File: config.mk
export PLATFORM = sky130hd
export DESIGN_NAME = exc_entry_seq
export DESIGN_NICKNAME = d
export VERILOG_FILES = /design/src/rtl/exc_entry_seq.sv
export SDC_FILE = /design/constraint.sdc
export NUM_CORES = 1
export LEC_CHECK = 0
export ABC_AREA = 0
export BUFFER_PORTS_ARGS = -buffer_cell sky130_fd_sc_hd__buf_2
export CORE_MARGIN = 4
export CORE_UTILIZATION = 46
export DETAILED_ROUTE_END_ITERATION = 16
export PLACE_DENSITY = 0.73
export REMOVE_ABC_BUFFERS = 1
export SYNTH_ARGS = -nofsm -noshare
export SYNTH_HDL_FRONTEND = slang
export SYNTH_SLANG_ARGS = --single-unit
File: constraint.sdc
create_clock -name clk -period 2.5 [get_ports clk]
set_input_delay 0 -clock clk [delete_from_list [all_inputs] [get_ports clk]]
set_output_delay 0 -clock clk [all_outputs]
set_load 0.05 [all_outputs]
File: src/rtl/exc_entry_seq.sv
module exc_entry_seq #(
  parameter int VEC_W     = 8,
  parameter int DS_W      = 2,
  parameter int I_BIT     = 6,
  parameter int U_BIT     = 8,
  parameter int M_BIT_OLD = 9,
  parameter int M_BIT_NEW = 30,
  parameter int VER_SPLIT = 32
) (
  input  logic             clk,
  input  logic             rst,
  input  logic             irq_pend,
  input  logic [VEC_W-1:0] irq_vec,
  input  logic             irq_lock,
  input  logic             nmi_pend,
  input  logic             brk_req,
  input  logic [VEC_W-1:0] brk_vec,
  input  logic             bf_req,
  input  logic [VEC_W-1:0] bf_vec,
  input  logic [31:0]      ccs_in,
  input  logic [7:0]       ver_in,
  input  logic [31:0]      pc_in,
  input  logic [31:0]      sp_in,
  input  logic [31:0]      ksp_in,
  input  logic [31:0]      ebp_in,
  input  logic [DS_W-1:0]  dslot_in,
  output logic             accept,
  output logic [1:0]       cause,
  output logic             mem_req,
  output logic [31:0]      mem_addr,
  input  logic [31:0]      mem_rdata,
  input  logic             mem_ack,
  output logic             done,
  output logic [31:0]      new_pc,
  output logic [31:0]      ccs_out,
  output logic [31:0]      exs_out,
  output logic [31:0]      erp_out,
  output logic             erp_we,
  output logic [31:0]      nrp_out,
  output logic             nrp_we,
  output logic [31:0]      usp_out,
  output logic             usp_we,
  output logic [31:0]      sp_out,
  output logic             dslot_clr
);

  typedef enum logic [1:0] {S_IDLE, S_SAVE, S_FETCH, S_DONE} state_t;
  typedef enum logic [1:0] {C_IRQ = 2'd0, C_NMI = 2'd1, C_BRK = 2'd2, C_BF = 2'd3} cause_t;

  state_t           state;
  cause_t           pick, c_cause;
  logic [VEC_W-1:0] pick_vec, c_vec;
  logic [31:0]      c_ccs, c_pc, c_sp, c_ksp, c_ebp;
  logic [DS_W-1:0]  c_ds;
  logic             c_mnew;
  logic             r_erp, r_nrp, r_usp, r_ds;

  logic nmi_on, nmi_ok, irq_ok, any_ok;
  assign nmi_on = (ver_in < VER_SPLIT) ? ccs_in[M_BIT_OLD] : ccs_in[M_BIT_NEW];
  assign nmi_ok = nmi_pend && nmi_on;
  assign irq_ok = irq_pend && ccs_in[I_BIT] && !irq_lock;
  assign any_ok = bf_req || brk_req || nmi_ok || irq_ok;

  always_comb begin
    if (bf_req)       begin pick = C_BF;  pick_vec = bf_vec;  end
    else if (brk_req) begin pick = C_BRK; pick_vec = brk_vec; end
    else if (nmi_ok)  begin pick = C_NMI; pick_vec = '0;      end
    else              begin pick = C_IRQ; pick_vec = irq_vec; end
  end

  assign accept  = !rst && state == S_IDLE && any_ok;
  assign cause   = pick;
  assign mem_req = state == S_FETCH;
  assign done    = state == S_DONE;
  assign erp_we    = done && r_erp;
  assign nrp_we    = done && r_nrp;
  assign usp_we    = done && r_usp;
  assign dslot_clr = done && r_ds;

  logic        is_nmi, in_user;
  logic [31:0] m_mask, ccs_m, ret_addr;
  logic [7:0]  idx8;
  assign is_nmi   = c_cause == C_NMI;
  assign in_user  = c_ccs[U_BIT];
  assign m_mask   = is_nmi ? (32'd1 << (c_mnew ? M_BIT_NEW : M_BIT_OLD)) : 32'd0;
  assign ccs_m    = c_ccs & ~m_mask;
  assign ret_addr = c_pc - 32'(c_ds);
  assign idx8     = 8'(c_vec);

  always_ff @(posedge clk) begin
    if (rst) begin
      state <= S_IDLE;
      c_cause <= C_IRQ;
      c_vec <= '0;
      c_ccs <= '0; c_pc <= '0; c_sp <= '0; c_ksp <= '0; c_ebp <= '0;
      c_ds <= '0; c_mnew <= 1'b0;
      r_erp <= 1'b0; r_nrp <= 1'b0; r_usp <= 1'b0; r_ds <= 1'b0;
      mem_addr <= '0; new_pc <= '0; ccs_out <= '0; exs_out <= '0;
      erp_out <= '0; nrp_out <= '0; usp_out <= '0; sp_out <= '0;
    end else begin
      case (state)
        S_IDLE: if (any_ok) begin
          state   <= S_SAVE;
          c_cause <= pick;
          c_vec   <= pick_vec;
          c_ccs   <= ccs_in;
          c_pc    <= pc_in;
          c_sp    <= sp_in;
          c_ksp   <= ksp_in;
          c_ebp   <= ebp_in;
          c_ds    <= dslot_in;
          c_mnew  <= !(ver_in < VER_SPLIT);
        end
        S_SAVE: begin
          state    <= S_FETCH;
          r_erp    <= !is_nmi;
          r_nrp    <= is_nmi;
          r_usp    <= in_user;
          r_ds     <= c_ds != '0;
          if (is_nmi) nrp_out <= ret_addr;
          else        erp_out <= ret_addr;
          if (in_user) usp_out <= c_sp;
          sp_out   <= in_user ? c_ksp : c_sp;
          ccs_out  <= {ccs_m[31:30], ccs_m[19:0], 10'd0};
          exs_out  <= {16'd0, idx8, 8'd0};
          mem_addr <= c_ebp + {{(30-VEC_W){1'b0}}, c_vec, 2'b00};
        end
        S_FETCH: if (mem_ack) begin
          state  <= S_DONE;
          new_pc <= mem_rdata;
        end
        default: state <= S_IDLE;
      endcase
    end
  end

endmodule


==> results.md <==
- Setup CP Type: reg -> reg
- Vias in the first global route: approximately 16,000
- Min Tclk post-route: 2780 ps
- Via count: 15,800
- Final WL: 51,500 µm
- Worst path max stage delay: 560 ps
- Initial antenna violation count: 2
- Synth top area cells: dfxtp_1 50%, nand2_1 11%, a21oi_1 8.1%
- Core Region: 0.0334 mm²
- Clock Pin Slew Worst Setup and Hold Paths: 60 ps
- Hold Path Class: in -> reg
- Synth Instances: 1,867
- Crit path DAT: 3230 ps
- Initial Utilization: 46.5%
- Inst Count DP: 2,673
- Top delay family on crit path: simple AND/OR/NAND/NOR gates
- Syn-to-layout area delta: 42.3%
- Fin util: 66.2%
- Chip Height: between 150 and 200 µm
- Area of the die: 0.0368 mm²
- Ys Warns: 0
- Tcrit/Tclk final: 111%
- Synthesized area per cell: 8.33 µm²
- Layout cells sized above 1: 24.6%
- Failing checks: setup timing
- Routing usage on met2: approximately 45%
- Post-synthesis sequential area ratio: 50.2%
- Synthesized flop and latch total: 390
- Design Area, Final: approximately 0.022 mm²
- IO buf count: 449
- Leak pwr: 9.48 nW
- Clock Tree Root: clkbuf_16
- Largest net degree at the start of global routing: roughly 160
- Synth cell types: 56
- Row count: 67
- Fmax: 359 MHz
- DR WL/cell: around 17 µm
- Chip Width: 192 µm
- Final setup vio count: 14
- Pwr Density: 1180 mW/mm²
- Largest fanout on the critical path: 5
- Area share of the largest cell type after synthesis: 50.2%
- DRC Markers: 0
- IO Pins: 499
- Critical path data required time: 2940 ps
- Num Clock Sinks: 390
- GR Util met3: 6.11%
- Measured slew at the worst slew-check pin: 1220 ps
- Hold_ws: 79.3 ps
- Vias per cell: approximately 5.3
- Max VDD drop: 0.000930 V
- Post-synth EDFFs: 0
- Crit. End Element: register
- Final Skew: 10.9 ps
- Final Hold Viols: 0
- GRT busiest layer: met2
- Drt pass-1 iters: 5
- Setup TNS Final: -2470 ps
- Max Buffers Root-to-Sink: 3
- Startpoint types: register
- Slew headroom: 18.7%
- Worst Path Buf+Inv: 4
- Dpl cell area: around 0.018 mm²
- Tot Pwr: 26.0 mW
- CTS HTree Levels: 2
- ANT nets after route: 0
- Crit path cell chain: inv_2, ha_4, inv_2, fa_2, or4_4, or4_4, buf_8, buf_6, nor3_4, xnor2_2, a211oi_2
- CTS Buf Count: 41
- Post-Place Worst Slack: -333 ps
- Fraction of registers with async set/reset: 0%
- CTS tree: yes
- Clock Latency Late Sink: 530 ps
- Setup WS post-layout: -284 ps
- Post-Layout Cell Count: 2,979
- Post-Syn Area: between 0.015 and 0.02 mm²
- First-pass GRT wire length: between 70,000 and 80,000 µm
- Grt ovf: 0
- Pins Over Slew Limit: 0
- First DRT Iteration DRCs: 1,115
- Area leader, netlist: dfxtp_1
- Dpl hpwl: 32,400 µm
- Aggregate global-route resource usage: around a quarter
- RSZ-0062 raised after global routing: yes
- MaxCap Viol Count: 0
- Slowest CP cell: or4_4
- Most frequently used flop master after synthesis: dfxtp_1
- Met1 Usage GRT: 31.6%
- Routability congestion estimate: 0.846
- Run status: finished, violations left
- Layout Nets: 2,749
==> placed cells by master, fill, tap and decap left out, drive strengths merged, types with 3 or more instances in the layout <==
master and n:
ha 14, o41ai 7, o211ai 6, or4 8
a211oi 81, clkbuf 63, nor3 17, o31ai 6
nand2 460, conb 34, or3 16, xnor2 28
nor2 144, nor4b 3, nor2b 12, o21ai 44
xor2 14, a31oi 12, o21a 3, nor4 11
buf 507, a21oi 252, clkinv 7, dlygate4sd3 223
a311oi 10, or2 4, and2 8, nand3 12
dfxtp 390, inv 17, mux2i 69, nand4 8
a21o 13
==> cell usage after synthesis, types with 3 or more instances <==
master,instances
a31oi_1,12
nor2_1,144
xnor2_1,28
nand2_1,460
nand4_1,8
nor4b_1,3
o211ai_1,6
ha_1,14
o41ai_1,7
nor3_1,15
dfxtp_1,390
nor2b_1,12
nor4_1,9
a211oi_1,79
inv_1,16
xor2_1,14
nand3_1,12
o21ai_0,44
o21a_1,3
clkbuf_1,121
or2_2,3
a21oi_1,252
buf_4,36
mux2i_1,69
o31ai_1,6
a311oi_1,10
a21o_1,13
or3_1,16
and2_1,8
buf_1,15
or4_1,8
==> logic make-up (layout without fill, tap and decap cells) <==
| logic type | after synthesis | after routing | share of synthesized area, % |
|---|---|---|---|
| and+or+nand+nor | 710 | 710 | 19.0 |
| DFF | 390 | 390 | 50.2 |
| other | 1 | 36 | 0.0241 |
| muxes | 69 | 69 | 4.44 |
| xor gates and xnor gates | 42 | 42 | 2.36 |
| AOI/OAI and AO/OA | 448 | 448 | 17.1 |
| adders and majority gates | 16 | 16 | 1.38 |
| buffers and inverters | 191 | 820 | 5.49 |
==> state kept, by name, summed over array words and instances, names as in the netlist, 32 cells and up <==
signal,flops
c_ebp,32
c_ksp,32
c_pc,32
c_sp,32
erp_out,32
mem_addr,32
new_pc,32
nrp_out,32
sp_out,32
usp_out,32
==> what timing repair did <==
item / 4_1_cts / 5_1_grt
hold buffers: 223 / 0
buffers inserted: 4 / 3
gates resized for setup: 20 / 27
cloned: 1 / 0
endpoints found under the hold margin: 212 / 0
setup endpoints to repair: 22 / 41
pin swaps: 22 / 17
==> worst register-to-register path, delay by kind of cell (launching register included) <==
| kind | cells | cell delay (ps) |
|---|---|---|
| AND/OR/NAND/NOR | 3 | 1190 |
| buffers and inverters | 4 | 370 |
| adder cells (fa/ha/maj) | 2 | 470 |
| AO/OA/AOI/OAI | 1 | 240 |
| flip-flops | 1 | 320 |
| XOR/XNOR | 1 | 100 |
==> cell type report <==
cell class              instances  area (µm²)
well taps                     448         561
inverters                      17        63.8
clock inverters                10         129
multi-input cells            1319        7260
fillers                      2567       11300
diodes                          2        5.00
flip-flops and latches        390        7810
repair buffers                730        5080
clock buffers                  63        1230
==> report_power, final <==
group | internal (mW) | leakage (nW) | total, mW | switching [mW]
Combinational | 3.50 | 5.62 | 11.2 | 7.67
Sequential | 7.73 | 3.19 | 8.77 | 1.04
Clock | 3.60 | 0.666 | 6.09 | 2.49
==> routing by layer <==
| metal | up-vias | routed length (µm) |
|---|---|---|
| li1 | 7532 | - |
| met1 | 7319 | 20100 |
| met2 | 749 | 24500 |
| met3 | 186 | 4320 |
| met4 | 0 | 2590 |
| met5 | - | 0 |
==> path summary, 6_finish.rpt <==
kind	start	to	slack, ps	depth (start not counted)
setup reg to reg	c_pc[0]	erp_out[22]	-280	11
hold / removal	brk_req	c_cause[1]	80	4
hold reg to reg	usp_out[6]	usp_out[6]	450	2
setup / recovery	c_pc[0]	erp_out[22]	-280	11
Power figures use the tool's default switching activity.
